File: src/rtl/lvl_regs_pkg.sv
package lvl_regs_pkg;

  // Byte lane selected by bit 0 of a bus address.
  typedef enum logic {
    LANE_HI = 1'b0,
    LANE_LO = 1'b1
  } lane_e;

endpackage

File: src/rtl/lvl_arbiter.sv
module lvl_arbiter #(
  parameter int NUM_LEVELS = 4,
  localparam int LVL_W = $clog2(NUM_LEVELS)
) (
  input  logic                  clk,
  input  logic                  rst,
  input  logic [NUM_LEVELS-1:0] req_i,
  input  logic                  boundary_i,
  input  logic                  exit_i,
  output logic [LVL_W-1:0]      lvl_o,
  output logic [NUM_LEVELS-1:0] pend_o
);

  logic [NUM_LEVELS-1:0] pend_q;
  logic [NUM_LEVELS-1:0] pend_nxt;
  logic [NUM_LEVELS-1:0] clr;
  logic [LVL_W-1:0]      lvl_q;
  logic [LVL_W-1:0]      top_lvl;

  always_comb begin
    clr = '0;
    if (exit_i) clr[lvl_q] = 1'b1;
    // A new request beats a simultaneous exit; level 0 never pends.
    pend_nxt    = (pend_q & ~clr) | req_i;
    pend_nxt[0] = 1'b0;
    top_lvl = '0;
    for (int i = 1; i < NUM_LEVELS; i++) begin
      if (pend_nxt[i]) top_lvl = LVL_W'(i);
    end
  end

  always_ff @(posedge clk) begin
    if (rst) begin
      pend_q <= '0;
      lvl_q  <= '0;
    end else begin
      pend_q <= pend_nxt;
      if (boundary_i) lvl_q <= top_lvl;
    end
  end

  assign lvl_o  = lvl_q;
  assign pend_o = pend_q;

endmodule

File: src/rtl/bank_store.sv
module bank_store
  import lvl_regs_pkg::*;
#(
  parameter int NUM_LEVELS = 4,
  parameter int NUM_REGS   = 16,
  parameter int DATA_W     = 16,
  localparam int DEPTH     = NUM_LEVELS * NUM_REGS,
  localparam int FLAT_W    = $clog2(DEPTH),
  localparam int BYTE_W    = DATA_W / 2
) (
  input  logic              clk,
  input  logic              rst,
  input  logic [FLAT_W-1:0] ra_idx_i,
  input  logic [FLAT_W-1:0] rb_idx_i,
  input  logic [FLAT_W-1:0] rm_idx_i,
  output logic [DATA_W-1:0] ra_q_o,
  output logic [DATA_W-1:0] rb_q_o,
  output logic [DATA_W-1:0] rm_q_o,
  input  logic              wi_en_i,
  input  logic [FLAT_W-1:0] wi_idx_i,
  input  logic [DATA_W-1:0] wi_data_i,
  input  logic              wb_en_i,
  input  logic [FLAT_W-1:0] wb_idx_i,
  input  lane_e             wb_lane_i,
  input  logic [BYTE_W-1:0] wb_data_i
);

  logic [DATA_W-1:0] mem [DEPTH];
  logic              byte_ok;

  // The word write owns the register outright when both ports collide.
  assign byte_ok = wb_en_i && !(wi_en_i && (wi_idx_i == wb_idx_i));

  always_ff @(posedge clk) begin
    if (rst) begin
      for (int l = 0; l < NUM_LEVELS; l++) begin
        mem[l*NUM_REGS] <= '0;
      end
    end else begin
      if (byte_ok) begin
        if (wb_lane_i == LANE_LO) mem[wb_idx_i][BYTE_W-1:0] <= wb_data_i;
        else                      mem[wb_idx_i][DATA_W-1:BYTE_W] <= wb_data_i;
      end
      if (wi_en_i) mem[wi_idx_i] <= wi_data_i;
    end
  end

  always_ff @(posedge clk) begin
    ra_q_o <= mem[ra_idx_i];
    rb_q_o <= mem[rb_idx_i];
    rm_q_o <= mem[rm_idx_i];
  end

endmodule

File: src/rtl/lvl_bank_regs.sv
module lvl_bank_regs
  import lvl_regs_pkg::*;
#(
  parameter int NUM_LEVELS = 4,
  parameter int NUM_REGS   = 16,
  parameter int DATA_W     = 16,
  localparam int LVL_W     = $clog2(NUM_LEVELS),
  localparam int RIDX_W    = $clog2(NUM_REGS),
  localparam int FLAT_W    = LVL_W + RIDX_W,
  localparam int MM_AW     = FLAT_W + 1,
  localparam int BYTE_W    = DATA_W / 2
) (
  input  logic                  clk,
  input  logic                  rst,
  input  logic [NUM_LEVELS-1:0] lvl_req_i,
  input  logic                  boundary_i,
  input  logic                  lvl_exit_i,
  output logic [LVL_W-1:0]      active_lvl_o,
  input  logic [RIDX_W-1:0]     rda_idx_i,
  output logic [DATA_W-1:0]     rda_data_o,
  input  logic [RIDX_W-1:0]     rdb_idx_i,
  output logic [DATA_W-1:0]     rdb_data_o,
  input  logic                  wr_en_i,
  input  logic [RIDX_W-1:0]     wr_idx_i,
  input  logic [DATA_W-1:0]     wr_data_i,
  input  logic                  mm_en_i,
  input  logic                  mm_we_i,
  input  logic [MM_AW-1:0]      mm_addr_i,
  input  logic [BYTE_W-1:0]     mm_wdata_i,
  output logic [BYTE_W-1:0]     mm_rdata_o
);

  logic [LVL_W-1:0]      lvl_w;
  logic [NUM_LEVELS-1:0] pend_w;
  logic [DATA_W-1:0]     rm_word;
  lane_e                 mm_lane;
  lane_e                 lane_q;

  lvl_arbiter #(.NUM_LEVELS(NUM_LEVELS)) u_arb (
    .clk        (clk),
    .rst        (rst),
    .req_i      (lvl_req_i),
    .boundary_i (boundary_i),
    .exit_i     (lvl_exit_i),
    .lvl_o      (lvl_w),
    .pend_o     (pend_w)
  );

  assign mm_lane = lane_e'(mm_addr_i[0]);

  bank_store #(
    .NUM_LEVELS (NUM_LEVELS),
    .NUM_REGS   (NUM_REGS),
    .DATA_W     (DATA_W)
  ) u_store (
    .clk       (clk),
    .rst       (rst),
    .ra_idx_i  ({lvl_w, rda_idx_i}),
    .rb_idx_i  ({lvl_w, rdb_idx_i}),
    .rm_idx_i  (mm_addr_i[MM_AW-1:1]),
    .ra_q_o    (rda_data_o),
    .rb_q_o    (rdb_data_o),
    .rm_q_o    (rm_word),
    .wi_en_i   (wr_en_i),
    .wi_idx_i  ({lvl_w, wr_idx_i}),
    .wi_data_i (wr_data_i),
    .wb_en_i   (mm_en_i && mm_we_i),
    .wb_idx_i  (mm_addr_i[MM_AW-1:1]),
    .wb_lane_i (mm_lane),
    .wb_data_i (mm_wdata_i)
  );

  always_ff @(posedge clk) begin
    if (rst)          lane_q <= LANE_HI;
    else if (mm_en_i) lane_q <= mm_lane;
  end

  assign mm_rdata_o   = (lane_q == LANE_LO) ? rm_word[BYTE_W-1:0]
                                            : rm_word[DATA_W-1:BYTE_W];
  assign active_lvl_o = lvl_w;

endmodule

File: config.mk
export PLATFORM = sky130hd
export DESIGN_NAME = lvl_bank_regs
export DESIGN_NICKNAME = d
export VERILOG_FILES = /design/src/rtl/lvl_regs_pkg.sv /design/src/rtl/lvl_arbiter.sv /design/src/rtl/bank_store.sv /design/src/rtl/lvl_bank_regs.sv
export SDC_FILE = /design/constraint.sdc
export NUM_CORES = 2
export LEC_CHECK = 0
export CAP_MARGIN = 20
export CORE_UTILIZATION = 25
export CTS_CLUSTER_DIAMETER = 120
export CTS_CLUSTER_SIZE = 16
export DETAILED_ROUTE_END_ITERATION = 7
export GPL_ROUTABILITY_DRIVEN = 0
export PLACE_DENSITY = 0.45
export RECOVER_POWER = 100
export SKIP_CTS_REPAIR_TIMING = 1
export SLEW_MARGIN = 25
export SYNTH_ARGS = -nofsm -noshare
export SYNTH_HDL_FRONTEND = slang
export SYNTH_SLANG_ARGS = --single-unit
File: constraint.sdc
create_clock -name clk -period 8.27 [get_ports clk]
set_input_delay 1.2405 -clock clk [delete_from_list [all_inputs] [get_ports clk]]
set_output_delay 1.2405 -clock clk [all_outputs]
set_load 0.05 [all_outputs]
==> metrics.cfg <==
[run_status]
status = finished, violations left
violations = max-capacitance violations, max-slew violations

[clock_network]
cts.clk_slew.worst_paths_ps = 80
cts_buffer_depth = 3
cts_root_buf = clkbuf_16
htreeDepth = 3
cts-buffers-inserted = 78
clock-sinks = 1078
worstSkewPairLatency_ps = 770
cts_tree = built

[floorplanning]
core_um2 = 260000
initial_utilization_pct = 25.2
die_w_um = 514
die_h_um = 514
io_pins = 96
dieArea_um2 = 264000
core.rowCount = 187

[finish]
drive_above_1_share_pct = 22.5
layout.cells.non_filler = 8546
nNetsFinal = 5004
area_delta_synth_final_pct = 11.5
final_common_cell = o21ai_0
layout_common_cells = o21ai_0, edfxtp_1, mux4_2, nand2_1, a22oi_1
fill_cells = 26700

[timing]
period_share_pct = 85.4
fmax_ghz = 0.142
rsz0062_at_grt = no
period_minus_slack_ps = 7060
tightest_slew_ps = 3870
setup_total_negative_slack_ps = 0
hold_viol = 0
drv_slew = 720
max_slew_margin_pct = -158
whs_ps = 503
setup_viol_count_final = 0
finalClockSkew_ps = 71.4

[critical_path]
crit_required_ps = 8970
crit_path_cell_trace = dlygate4sd3_1 -> buf_4 -> inv_1 -> buf_4 -> nor2_1 -> clkbuf_1 -> a22oi_1 -> a21oi_1 -> or4_1
worstRegToRegCells = 8
rr_endpoint = u_store.mem[27][9]$_DFFE_PP_
crit_fanout = 27
critPathLaunchType = input port
arrival_ps = 7760
cpPeakStageDelay_ps = 2170
critPathBufInv = 5
cp.depth = 9
critical_path_class = in -> reg
r2r-start = u_arb.lvl_o[1]$_SDFFE_PP0P_
endpoint = u_store.rm_q_o[10]$_DFF_P_
cp-end-kind = flip-flop
cp_common_cell = buf_4
rrSetupSlack_ps = 2770
path_delay_family = buffers and inverters
cpMaxStageDelayCell = clkbuf_1
crit_start = mm_addr_i[4]

[route]
wl_per_cell_um = 39.7
num_vias = 53500
firstDrtPassIters = 6
drc = 0
detail_route.vias_per_cell = 6.26
drtIter0Drc = 9088
drtAntennaViolNets = 0
totalWireLength_mm = 339

[placement]
dp_cells = 8362
portBuffers = 94
dp_hpwl_mm = 228

[global_routing]
grt_start_max_net_pins = 92
track_usage_pct = 25.0
grt_pass1_vias = 49900
grt-ovfl-total = 0
grt_pass1_wl_mm = 451
antenna_found_initial = 53

[power]
design_power_total_uw = 12000
intPower_uw = 8420
irDropWorstVdd_mv = 0.164
pwr-share-comb_pct = 15.9
power.leakage_uw = 0.0217
p_switching_uw = 3550
p_sw_share_pct = 29.6
clock_power_share_pct = 34.0
power_density_nw_per_um2 = 164
seqPwrFrac_pct = 50.1

[yosys]
synth-main-ff-cell = edfxtp_1
yosys.cell_types.count = 59
synth_async_sr_flop_share_pct = 0
syn_nets = 5140
synth_edf_count = 992
ys_seq_elements = 1078
synth_top_family_by_area = multiplexers
yosys_warnings = 0
synth-simple-area-share_pct = 5.61
synth_xor_area_share_pct = 0.0801
synth_fa_ha_area_share_pct = 0
synth_area_um2 = 65600
ys_seq_area_share_pct = 48.0
netlist_instances = 5086
syn-mean-instance-area_um2 = 12.9
synth_compound_area_share_pct = 15.3
muxShareOfSynthArea_pct = 27.3

[flow_run]
cap_violations = 15

[hold_path]
hold_path.class = reg -> reg

-- flip-flops by register name (all words and copies together) (netlist names) --
signal and cells:
u_store.mem 1024, u_arb.lvl_o 2, lane_q 1, u_store.rm_q_o 16, u_store.rb_q_o 16, u_arb.pend_o 3, u_store.ra_q_o 16
-- power by group through the flow --
stage          Sequential (uW)  Combinational, uW  Clock, uW
6_report                  6000               1900       4070
5_1_grt                   6010               1910       4260
4_1_cts                   6010               1850       4100
3_5_place_dp              6130               1850          0
3_3_place_gp              6130               1840          0
2_1_floorplan             6210                918          0
-- cell usage after synthesis, types with 13 or more instances --
master,n,share of area [%]
a211oi_1,44,0.50
a21oi_1,131,1.0
a22o_1,15,0.20
a22oi_1,264,3.0
and3_1,20,0.19
buf_1,34,0.19
buf_2,118,0.90
clkbuf_1,416,2.4
dfxtp_1,86,2.6
edfxtp_1,992,45
inv_1,13,0.074
mux2i_1,81,1.2
mux4_2,754,26
nand2_1,619,3.5
nand2b_1,14,0.13
nand3_1,65,0.50
nor2_1,41,0.23
nor2b_1,19,0.18
nor3_1,17,0.13
o21ai_0,1081,8.2
o221ai_1,13,0.17
o22ai_1,40,0.38
o31ai_1,42,0.48
or4_1,17,0.19
-- metrics by stage --
stage          cell area, um2  setup slack (ps)  util, %
6_report                73200              1210     28.1
5_1_grt                 73100              1580     28.1
4_1_cts                 73500              3380     28.3
3_5_place_dp            71200              2590     27.4
3_3_place_gp            71100              2590     27.3
2_1_floorplan           65600              4430        -
-- how the worst min path moves through the flow --
stage,end,from,slack [ps],cells after the start
2_1_floorplan,u_arb.pend_o[1]$_SDFF_PP0_,u_arb.pend_o[1]$_SDFF_PP0_,440,2
3_3_place_gp,u_arb.pend_o[1]$_SDFF_PP0_,u_arb.pend_o[1]$_SDFF_PP0_,480,2
3_5_place_dp,u_arb.pend_o[1]$_SDFF_PP0_,u_arb.pend_o[1]$_SDFF_PP0_,480,2
4_1_cts,u_arb.pend_o[1]$_SDFF_PP0_,u_arb.pend_o[1]$_SDFF_PP0_,500,2
5_1_grt,u_arb.pend_o[3]$_SDFF_PP0_,u_arb.pend_o[3]$_SDFF_PP0_,550,2
6_report,u_arb.pend_o[1]$_SDFF_PP0_,u_arb.pend_o[1]$_SDFF_PP0_,500,2
-- per-layer routing --
layer / part of all wire (%) / track usage (%) / up-vias
met5: 0.15 / 0.785 / -
met1: 37 / 32.1 / 27900
li1: - / - / 20500
met3: 12 / 7.01 / 869
met4: 7.1 / 15.3 / 40
met2: 44 / 37.2 / 4134
-- layout make-up --
type | instances | area (um2) | share of cell area, %
flip-flops and latches | 1078 | 31500 | 43.1
repair buffers | 363 | 2710 | 3.70
clock buffers | 139 | 2280 | 3.11
well taps | 3496 | 4370 | 5.98
clock inverters | 6 | 62.6 | 0.0855
diodes | 35 | 87.6 | 0.120
multi-input cells | 3415 | 32100 | 43.9
inverters | 14 | 52.6 | 0.0718
-- kinds of logic (layout without fill, tap and decap cells) --
kind of cell              Yosys count  count (layout)
muxes                             843             843
buffers and inverters             593             522
DFF                              1078            1078
AOI/OAI and AO/OA                1709            1709
xor gates and xnor gates            6               6
and+or+nand+nor                   857             857
other                               0              35
-- worst reg2reg max path, delay by kind of cell (launching register included) --
family	cells	cell delay (ps)
AOI/OAI and AO/OA	2	1400
and+or+nand+nor	2	1400
buffers and inverters	3	1760
DFF	1	420
xor gates and xnor gates	1	170
No activity file was read; power rests on OpenSTA's default activity.
